**config.mk**
```make
export PLATFORM = sky130hd
export DESIGN_NAME = qlock_ctrl
export DESIGN_NICKNAME = d
export VERILOG_FILES = /design/src/rtl/qlock_ctrl.sv
export SDC_FILE = /design/constraint.sdc
export NUM_CORES = 1
export LEC_CHECK = 0
export ABC_AREA = 1
export BUFFER_PORTS_ARGS = -buffer_cell sky130_fd_sc_hd__buf_2
export CAP_MARGIN = 20
export CORE_ASPECT_RATIO = 2
export CORE_UTILIZATION = 55
export DETAILED_ROUTE_END_ITERATION = 8
export GPL_TIMING_DRIVEN = 0
export PLACE_DENSITY_LB_ADDON = 0.3
export SYNTH_ARGS = -nofsm -noshare
export SYNTH_HDL_FRONTEND = slang
export SYNTH_SLANG_ARGS = --single-unit
```
**constraint.sdc**
```tcl
create_clock -name clk -period 2.4 [get_ports clk]
set_input_delay 0.36 -clock clk [delete_from_list [all_inputs] [get_ports clk]]
set_output_delay 0.36 -clock clk [all_outputs]
set_load 0.05 [all_outputs]
```
**src/rtl/qlock_ctrl.sv**
```systemverilog
module qlock_ctrl #(
  parameter int NREQ = 4,
  localparam int SW = (NREQ > 1) ? $clog2(NREQ) : 1
) (
  input  logic              clk,
  input  logic              rst_n,
  input  logic [NREQ-1:0]   acq_i,
  input  logic [NREQ-1:0]   rel_i,
  output logic [NREQ*SW-1:0] slot_o,
  output logic [NREQ-1:0]   grant_o,
  output logic [NREQ-1:0]   flags_o,
  output logic              rel_err_o
);

  function automatic logic [SW-1:0] wrap_add(input logic [SW-1:0] a, input int b);
    int s;
    s = int'(a) + b;
    return SW'(s % NREQ);
  endfunction

  logic [NREQ-1:0] flags_q, flags_d, has_q, take, hold, good, bad;
  logic [SW-1:0]   slot_q [NREQ];
  logic [SW-1:0]   give   [NREQ];
  logic [SW-1:0]   next_q, next_d;
  logic            err_q;

  always_comb begin
    int k;
    k = 0;
    for (int i = 0; i < NREQ; i++) begin
      take[i] = acq_i[i] & ~has_q[i];
      give[i] = wrap_add(next_q, k);
      if (take[i]) k = k + 1;
    end
    next_d = wrap_add(next_q, k);
  end

  always_comb begin
    for (int i = 0; i < NREQ; i++)
      hold[i] = has_q[i] & flags_q[slot_q[i]];
  end

  assign good = rel_i & hold;
  assign bad  = rel_i & ~hold;

  always_comb begin
    flags_d = flags_q;
    for (int i = 0; i < NREQ; i++) begin
      if (good[i]) begin
        flags_d[slot_q[i]] = 1'b0;
        flags_d[wrap_add(slot_q[i], 1)] = 1'b1;
      end
    end
  end

  always_ff @(posedge clk) begin
    if (!rst_n) begin
      flags_q <= NREQ'(1);
      has_q   <= '0;
      next_q  <= '0;
      err_q   <= 1'b0;
      for (int i = 0; i < NREQ; i++) slot_q[i] <= '0;
    end else begin
      flags_q <= flags_d;
      has_q   <= (has_q & ~good) | take;
      next_q  <= next_d;
      err_q   <= |bad;
      for (int i = 0; i < NREQ; i++)
        if (take[i]) slot_q[i] <= give[i];
    end
  end

  for (genvar g = 0; g < NREQ; g++) begin : g_slot
    assign slot_o[g*SW +: SW] = slot_q[g];
  end

  assign grant_o   = hold;
  assign flags_o   = flags_q;
  assign rel_err_o = err_q;

endmodule

```
==> results.yml, run 1 <==
sta:
  slew_viol_final: 0
  holdWs_ps: 373
  tightest_slew_ps: 487
  finalSetupViolCount: 0
  rsz0062_at_grt: "false"
  timing.setup.tns_ps: 0
  relSlewSlack_pct: 67.5
  layout_setup_ws_ps: 259
  clock_skew_ps: 3.25
  post-route-period-util_pct: 89.2
  min_period_ps: 2140
  hold_viol: 0
  max_freq_ghz: 0.467
floorplan:
  dieArea_mm2: 0.00288
  fp.dieH_um: 74.9
  start_util_pct: 57.5
  num_rows: 26
  pin_count: 27
  die_x_um: 38.4
  core_area_mm2: 0.00254
worst_setup_path:
  rr_startpoint: "has_q[0]$_SDFF_PN0_"
  worst_ep_arrival_time_ps: 2290
  path_cells: "inv_1 > nand2_1 > ha_1 > xnor2_2 > xor2_1 > inv_1 > ha_1 > xor2_2 > o21ai_1 > a21oi_1"
  crit_buf_inv: 2
  crit_family: "XOR/XNOR gates"
  cp_max_fo: 5
  cp_slowest_stage_delay_ps: 370
  worstSetupStartpoint: "has_q[0]$_SDFF_PN0_"
  slowest_stage: "ha_1"
  worstSetupStartpointType: "register"
  path_class: "reg -> reg"
  cp.required_ps: 2550
  endpoint_kind: "register"
clock_tree:
  cts_hold_buf: 0
  clk_latency_ps: 260
  clkSinkCount: 19
  cts_resized: 0
  root_buffer: "clkbuf_8"
  clk_pin_slew_ps: 70
  cts_tree: "done"
  post_cts_buffers: 0
  htreeDepth: 1
  numCtsBuffers: 3
  clk_path_buf_depth: 2
cells_and_area:
  diodes: 0
  final_cell_area_mm2: 0.00167
  num-nets-final: 257
  drive_above_1_share_pct: 23.3
  syn2layout_area_growth_pct: 14.4
  instances_no_fill: 268
synth:
  synthSimpleGateAreaFrac_pct: 34.4
  synth_top_family_by_area: "simple AND/OR/NAND/NOR gates"
  synth-async-reset-ratio_pct: 0
  synth_warnings: 0
  synth_seq_cells: 19
  synth.distinct_cells: 33
  synth_cells: 210
  synthAdderAreaFrac_pct: 5.14
  synth_compound_area_share_pct: 12.0
  synth_area_per_cell_um2: 6.95
  syn_nets: 226
  syn-cell-area_mm2: 0.00146
  synth_top_cell_by_area: "edfxtp_1"
  synth_xor_area_share_pct: 4.63
  ys.flop_type: "dfxtp_1"
  synth_edf_count: 8
  synth.mux.area_fraction_pct: 0
  synth_area_leaders: "edfxtp_1 (16%), dfxtp_1 (15%), nand2_1 (13%), inv_1 (9.3%), ha_1 (5.1%)"
  yosys.area.top_type_share_pct: 16.5
  yosysMostFrequentCell: "nand2_1"
  synth_seq_area_share_pct: 31.5
  synthTopCellsByCount: "nand2_1 (51), inv_1 (36), nor2_1 (17)"
routing:
  drc_errors: 0
  wl_per_cell_um: 12.4
  vias: 1413
  antenna_left: 0
  drt_iter0_drc: 19
  wl_um: 3320
  vias_per_cell: 5.27
  drt-pass1-iter-count: 4
place:
  dpl_cell_area_mm2: 0.00163
  gp_congestion: 0.751
  post-place-ws_ps: 265
  dp_cells: 264
  io_buffers: 26
  hpwlAfterDp_um: 2680
min_path:
  holdCritPathClass: "in -> reg"
  min_from: "acq_i[3]"
global_routing:
  grt_util_all_layers_pct: 26.3
  grt_max_degree: 11
  grt_pass1_vias: 1241
  antenna_found_initial: 0
  grt-ovfl-total: 0
  grt_pass1_wl_um: 5320
run_status:
  outcome: "finished, final reports clean"
power:
  ir_drop_v: 0.000531
  leakagePower_nw: 0.895
  powerDensity_mw_per_mm2: 757
job:
  cap_violations: 0
[layout make-up]
cell class              count  area, um^2
fillers                   249         867
multi-input cells         147         821
flip-flops and latches     19         460
inverters                  41         156
repair buffers             26         130
clock buffers               4        45.0
well taps                  28        35.0
plain buffers               3        22.5
[registers in the layout, indices dropped and copies added, names as in the netlist]
| register | flops |
|---|---|
| slot_q | 8 |
| has_q | 4 |
| next_q | 2 |
| rel_err_o | 1 |
| flags_o | 4 |
[worst register-to-register path: stages, from the launching register on]
cell and delay, ps:
dfxtp_1 350, inv_1 120, nand2_1 130, ha_1 370, xnor2_2 280, xor2_1 170
inv_1 60, ha_1 200, xor2_2 180, o21ai_1 130, a21oi_1 50
[path summary, 6_finish.rpt]
check,endpoint,slack (ps),depth (start not counted)
worst max-delay path,next_q[1]$_SDFF_PN0_,260,10
worst min register to register,has_q[2]$_SDFF_PN0_,580,2
worst max register to register,next_q[1]$_SDFF_PN0_,260,10
worst min-delay path,has_q[3]$_SDFF_PN0_,370,3
[layer usage]
metal / share of wire, % / wire (um) / global-route usage [%]
met2: 57 / 1880 / 49.0
met4: 3.4 / 114 / 14.6
met3: 2.0 / 68 / 2.36
met5: 0 / 0 / 0
met1: 38 / 1260 / 27.2
[placed cells by master, fill, tap and decap left out]
| cell type | Yosys | routed |
|---|---|---|
| nor2_1 | 17 | 17 |
| nor2_4 | 2 | 2 |
| xnor2_2 | 1 | 1 |
| dfxtp_1 | 11 | 11 |
| o21ai_2 | 3 | 3 |
| nand4_1 | 11 | 11 |
| edfxtp_1 | 8 | 8 |
| nor2_2 | 3 | 3 |
| buf_4 | 1 | 1 |
| a41oi_1 | 1 | 1 |
| a21oi_1 | 10 | 10 |
| nand3_2 | 1 | 1 |
| o221ai_1 | 1 | 1 |
| buf_6 | 1 | 1 |
| a21oi_2 | 1 | 1 |
| xor2_2 | 1 | 1 |
| nand2_1 | 51 | 51 |
| clkbuf_8 | 0 | 3 |
| o21ai_1 | 7 | 7 |
| and3_1 | 1 | 1 |
| o31ai_1 | 1 | 1 |
| xor2_1 | 2 | 2 |
| xnor2_1 | 2 | 2 |
| inv_1 | 36 | 36 |
| nand2_4 | 3 | 3 |
| nand2_2 | 4 | 4 |
| clkbuf_1 | 1 | 2 |
| ha_1 | 6 | 6 |
| inv_4 | 1 | 1 |
| inv_2 | 4 | 4 |
| or2_2 | 1 | 1 |
| nand3_1 | 10 | 10 |
| or2_0 | 1 | 1 |
| buf_2 | 0 | 26 |
| o21ai_0 | 6 | 6 |
[stage by stage]
step | utilization (%) | power (W)
3_5_place_dp | 64.1 | 0.00104
2_1_floorplan | - | 0.000914
4_1_cts | 65.8 | 0.00127
6_report | 65.8 | 0.00126
3_3_place_gp | 64.1 | 0.00103
5_1_grt | 65.8 | 0.00135
[report_power, final]
group          leakage (nW)  internal, W  switching [W]
clock network        0.0228     0.000118       0.000108
logic                 0.694     0.000179       0.000387
registers             0.178     0.000394      0.0000781
[cells by family (layout without fill, tap and decap cells)]
| logic type | Yosys count | after routing |
|---|---|---|
| and+or+nand+nor | 105 | 105 |
| xor gates and xnor gates | 6 | 6 |
| buffers and inverters | 44 | 74 |
| DFF | 19 | 19 |
| adders and majority gates | 6 | 6 |
| AOI/OAI and AO/OA | 30 | 30 |
No activity file was read; power rests on OpenSTA's default activity.
==> run 2: changes to the inputs <==
--- a/config.mk
+++ b/config.mk
@@ -9,6 +9,7 @@
 export BUFFER_PORTS_ARGS = -buffer_cell sky130_fd_sc_hd__buf_2
 export CAP_MARGIN = 20
 export CORE_ASPECT_RATIO = 2
+export CORE_MARGIN = 2
 export CORE_UTILIZATION = 55
 export DETAILED_ROUTE_END_ITERATION = 8
 export GPL_TIMING_DRIVEN = 0
==> run 2 against run 1 <==
Compared with the run above: routed wire length shrank 0.81%; final cell count is the same; count of clock-buffer cells in the layout unchanged.
==> results.yml, run 2 (synthesized netlist as in run 1, its figures left out) <==
power:
  ir_drop_v: 0.000540
  leakagePower_nw: 0.895
  powerDensity_mw_per_mm2: 757
  fin_total_pwr_w: 0.00126
min_path:
  min_from: "acq_i[3]"
  hold_path_depth: 3
  holdCritPathClass: "in -> reg"
  holdPathEnd: "has_q[3]$_SDFF_PN0_"
sta:
  tightest_slew_ps: 495
  rsz0062_at_grt: "false"
  post-route-period-util_pct: 89.1
  relSlewSlack_pct: 67.0
  max_freq_ghz: 0.468
  hold_viol: 0
  timing.setup.tns_ps: 0
  finalSetupViolCount: 0
  min_period_ps: 2140
  slew_viol_final: 0
  clock_skew_ps: 1.95
place:
  io_buffers: 26
  dp_cells: 264
  hpwlAfterDp_um: 2640
  gp_congestion: 0.776
cells_and_area:
  final_cell_mix: "nand2_1 (51), inv_1 (36), buf_2 (26), nor2_1 (17)"
  syn2layout_area_growth_pct: 14.4
  instances_no_fill: 268
  diodes: 0
  mostFrequentLayoutCell: "nand2_1"
  nFillCells: 270
  top_register: "slot_q"
  num-nets-final: 257
  drive_above_1_share_pct: 23.3
  largest_reg_flops: 8
worst_setup_path:
  r2r_cells: 10
  r2r-end: "next_q[1]$_SDFF_PN0_"
  cp_max_fo: 5
  worstSetupStartpointType: "register"
  rr_startpoint: "has_q[0]$_SDFF_PN0_"
  endpoint_kind: "register"
  reg2reg_slack_ps: 260
  path_class: "reg -> reg"
  worst_ep_arrival_time_ps: 2290
  cp.required_ps: 2550
routing:
  antenna_left: 0
  drt-pass1-iter-count: 5
  vias_per_cell: 5.35
  drc_errors: 0
  drt_iter0_drc: 18
  vias: 1434
  wl_per_cell_um: 12.3
  wl_um: 3300
clock_tree:
  root_buffer: "clkbuf_8"
  htreeDepth: 1
  cts_hold_buf: 0
  post_cts_buffers: 0
  numCtsBuffers: 3
  cts_resized: 0
  clk_pin_slew_ps: 70
  cts_tree: "done"
  clkSinkCount: 19
  clk_path_buf_depth: 2
  clk_latency_ps: 260
run_status:
  outcome: "finished, final reports clean"
global_routing:
  grt_pass1_wl_um: 5440
  grt_util_all_layers_pct: 24.3
  antenna_found_initial: 0
  grt_pass1_vias: 1269
  grt-ovfl-total: 0
  grt_max_degree: 11
floorplan:
  pin_count: 27
  fp.dieH_um: 76.9
  die_x_um: 40.4
  dieArea_mm2: 0.00311
  num_rows: 26
  start_util_pct: 57.5
  core_area_mm2: 0.00254
job:
  cap_violations: 0
## run 2: cell counts in the layout (fill, tap and decap cells not counted)
No cell type changed its count.
## run 2: layout make-up
class                   count  area (um^2)  share of cell area [%]
plain buffers               3         22.5                    1.35
repair buffers             26          130                    7.79
clock buffers               4         45.0                    2.70
well taps                  28         35.0                    2.10
flip-flops and latches     19          460                    27.6
multi-input cells         147          821                    49.1
inverters                  41          156                    9.36
## run 2: metrics by stage
stage	utilization [%]	instance area [um^2]	hold WS [ps]	worst slack, ps
after detailed placement	64.1	1630	550	291
after CTS	65.8	1670	378	264
final	65.8	1670	372	262
after floorplan	-	1460	486	327
after global placement	64.1	1630	540	302
after global routing	65.8	1670	401	150
## run 2: where the power goes
part | internal, W | total [W] | leakage [nW] | switching (W)
logic | 0.000179 | 0.000564 | 0.694 | 0.000385
registers | 0.000394 | 0.000473 | 0.178 | 0.0000787
clock network | 0.000118 | 0.000228 | 0.0228 | 0.000110
total | 0.000691 | 0.00126 | 0.895 | 0.000573
## run 2: worst max-delay path by stage
stage / start / endpoint / cells past startpoint
2_1_floorplan: slot_q[0][0]$_SDFFCE_PN0P_ / flags_o[3]$_SDFF_PN0_ / 11
3_3_place_gp: has_q[0]$_SDFF_PN0_ / next_q[1]$_SDFF_PN0_ / 10
3_5_place_dp: has_q[0]$_SDFF_PN0_ / next_q[1]$_SDFF_PN0_ / 10
4_1_cts: has_q[0]$_SDFF_PN0_ / next_q[1]$_SDFF_PN0_ / 10
5_1_grt: has_q[0]$_SDFF_PN0_ / next_q[1]$_SDFF_PN0_ / 10
6_report: has_q[0]$_SDFF_PN0_ / next_q[1]$_SDFF_PN0_ / 10
## run 2: critical path, cell delays in order (launching register included)
cell     delay (ps)
dfxtp_1         360
inv_1           110
nand2_1         120
ha_1            370
xnor2_2         290
xor2_1          180
inv_1            60
ha_1            200
xor2_2          180
o21ai_1         120
a21oi_1          50
## run 2: per-layer routing
layer,track usage (%),vias up,part of all wire [%]
met2,44.6,30,57
met3,1.73,9,2.6
met4,8.33,0,2.3
met5,0,-,0
li1,-,735,-
met1,25.8,660,38
==> run 3: changes to the inputs <==
--- a/config.mk
+++ b/config.mk
@@ -5,12 +5,12 @@
 export SDC_FILE = /design/constraint.sdc
 export NUM_CORES = 1
 export LEC_CHECK = 0
-export ABC_AREA = 1
+export ABC_AREA = 0
 export BUFFER_PORTS_ARGS = -buffer_cell sky130_fd_sc_hd__buf_2
 export CAP_MARGIN = 20
-export CORE_ASPECT_RATIO = 2
 export CORE_MARGIN = 2
-export CORE_UTILIZATION = 55
+export CORE_UTILIZATION = 56
+export CTS_BUF_LIST = sky130_fd_sc_hd__clkbuf_8
 export DETAILED_ROUTE_END_ITERATION = 8
 export GPL_TIMING_DRIVEN = 0
 export PLACE_DENSITY_LB_ADDON = 0.3
==> run 3 against run 2 <==
Compared with the run above: sequential cell count unchanged; register-to-register slack worse by 70 ps; non-clock buffer count up 2; sequential share of layout area up 2.0 points; critical endpoint unchanged; highest routed layer unchanged.
==> results.yml, run 3 <==
power:
  share_comb_of_total_power_pct: 47.4
  internal-power_w: 0.000782
  ir_drop_v: 0.000583
  seqPwrFrac_pct: 36.6
  p_switching_w: 0.000627
  swShare_pct: 44.5
  powerDensity_mw_per_mm2: 904
  clkPwrFrac_pct: 16.0
  leakagePower_nw: 0.755
sta:
  finalSetupViolCount: 0
  clock_skew_ps: 6.24
  timing.setup.tns_ps: 0
  max_freq_ghz: 0.453
  slew_viol_final: 0
  min_period_ps: 2210
  tightest_slew_ps: 418
  hold_viol: 0
  rsz0062_at_grt: "false"
  post-route-period-util_pct: 92.0
  relSlewSlack_pct: 72.1
worst_setup_path:
  r2r-end: "next_q[1]$_SDFF_PN0_"
  worstSetupStartpointType: "register"
  endpoint_kind: "register"
  slowest_stage: "ha_1"
  path_class: "reg -> reg"
  cp_slowest_stage_delay_ps: 350
  worst_ep_arrival_time_ps: 2370
  worstSetupStartpoint: "has_q[1]$_SDFF_PN0_"
  rr_startpoint: "has_q[1]$_SDFF_PN0_"
  path_cells: "buf_2 > nand2b_1 > ha_1 > xnor2_2 > inv_1 > nor2_1 > nor2_1 > ha_1 > xnor3_1 > and2_1"
  reg2reg_slack_ps: 190
  cp_max_fo: 9
  cp.required_ps: 2560
  r2r_cells: 10
clock_tree:
  cts_hold_buf: 0
  numCtsBuffers: 3
  clk_path_buf_depth: 2
  cts_resized: 0
  htreeDepth: 1
  cts_tree: "done"
  clk_pin_slew_ps: 80
  clkSinkCount: 19
  post_cts_buffers: 0
  clk_latency_ps: 260
  root_buffer: "clkbuf_8"
routing:
  vias: 1262
  drt_iter0_drc: 43
  wl_per_cell_um: 15.5
  drc_errors: 0
  wl_um: 3130
  drt-pass1-iter-count: 4
  antenna_left: 0
  vias_per_cell: 6.28
cells_and_area:
  diodes: 0
  largest_reg_flops: 8
  top_register: "slot_q"
  drive_above_1_share_pct: 23.7
  mostFrequentLayoutCell: "buf_2"
  final_cell_mix: "buf_2 (29), nand2_1 (11), dfxtp_1 (11), nor2_1 (10), inv_1 (9)"
  final_cell_area_mm2: 0.00156
  syn2layout_area_growth_pct: 16.2
  num-nets-final: 190
synth:
  synthTopCellsByCount: "dfxtp_1 (11), nand2_1 (11), nor2_1 (10)"
  synth_area_leaders: "edfxtp_1 (18%), dfxtp_1 (16%), ha_1 (5.6%), and3_1 (3.7%), mux4_2 (3.4%)"
  synth_edf_count: 8
  synth_area_per_cell_um2: 9.38
  synth_cells: 143
  synth.distinct_cells: 47
  yosys.area.top_type_share_pct: 17.9
  synth_top_cell_by_area: "edfxtp_1"
  synth_warnings: 0
  synth-async-reset-ratio_pct: 0
  syn-cell-area_mm2: 0.00134
  syn_nets: 159
  ys.flop_type: "dfxtp_1"
  synth_seq_area_share_pct: 34.3
  synth_seq_cells: 19
floorplan:
  num_rows: 17
  die_x_um: 52.9
  dieArea_mm2: 0.00280
  start_util_pct: 60.1
  core_area_mm2: 0.00223
  pin_count: 27
  fp.dieH_um: 52.9
job:
  cap_violations: 0
min_path:
  hold_path_depth: 2
  holdPathEnd: "has_q[3]$_SDFF_PN0_"
  min_from: "rel_i[3]"
  holdCritPathClass: "in -> reg"
place:
  gp_congestion: 0.891
  hpwlAfterDp_um: 2340
  io_buffers: 26
  dpl_cell_area_mm2: 0.00151
global_routing:
  grt_util_all_layers_pct: 25.9
  grt_pass1_vias: 1157
  grt_max_degree: 11
  grt_pass1_wl_um: 5220
  grt-ovfl-total: 0
  antenna_found_initial: 0
run_status:
  outcome: "finished, final reports clean"
run 3: cell types whose count changed after synthesis, moves of 5 or more:
cell and delta:
and3_1 +7, nand2_1 -40, nand4_1 -8, inv_1 -28
nand3_1 -7, a21oi_1 -7, nor2_1 -7, nand2b_1 +5
run 3: worst max-delay path, delay by kind of cell, from the launching register on:
kind	cells	cell delay, ps
flip-flops	1	300
buffers and inverters	2	240
adder cells (fa/ha/maj)	2	520
XOR/XNOR	2	540
AND/OR/NAND/NOR	4	520
run 3: kinds of logic after synthesis:
logic type	after synthesis	share of synthesized area (%)
fa+ha+maj	6	5.60
compound gates	31	16.1
flops	19	34.3
simple gates	60	26.0
buf+inv	13	3.92
mux	7	8.40
xor+xnor	7	5.60
run 3: how the worst max path moves through the flow:
stage,to,slack [ps],depth (start not counted)
after detailed placement,next_q[1]$_SDFF_PN0_,120,10
final,next_q[1]$_SDFF_PN0_,190,10
after global routing,next_q[1]$_SDFF_PN0_,80,10
after global placement,next_q[1]$_SDFF_PN0_,190,10
after CTS,next_q[1]$_SDFF_PN0_,110,10
after floorplan,next_q[1]$_SDFF_PN0_,320,10
run 3: metal layers:
layer	part of all wire, %	GRT usage (%)	vias to the layer above
li1	-	-	602
met1	43	33.2	602
met2	49	42.5	51
met3	5.9	5.08	7
met4	1.7	10.7	0
met5	0	0	-
run 3: cell type report:
type | instances | area [um^2]
buffer | 5 | 22.5
multi-input combinational | 111 | 836
clock buffer | 3 | 41.3
sequential | 19 | 460
timing repair buffer | 26 | 130
clock inverter | 1 | 3.75
fill | 180 | 674
inverter | 8 | 30.0
tap | 28 | 35.0
run 3: power groups by stage:
stage | logic (W) | clock network, W | registers, W
detailed placement | 0.000661 | 0 | 0.000521
finish | 0.000667 | 0.000225 | 0.000516
floorplan | 0.000394 | 0 | 0.000631
global placement | 0.000642 | 0 | 0.000515
CTS | 0.000663 | 0.000226 | 0.000514
global route | 0.000724 | 0.000241 | 0.000526
run 3: per-stage QoR:
step / hold slack (ps) / power, W / util [%] / setup WS [ps] / cells
floorplan: 461 / 0.00102 / - / 319 / 143
global placement: 521 / 0.00116 / 67.5 / 187 / 197
detailed placement: 549 / 0.00118 / 67.5 / 119 / 197
CTS: 363 / 0.00140 / 69.5 / 114 / 201
global route: 370 / 0.00149 / 69.8 / 78.4 / 201
finish: 363 / 0.00141 / 69.8 / 192 / 201
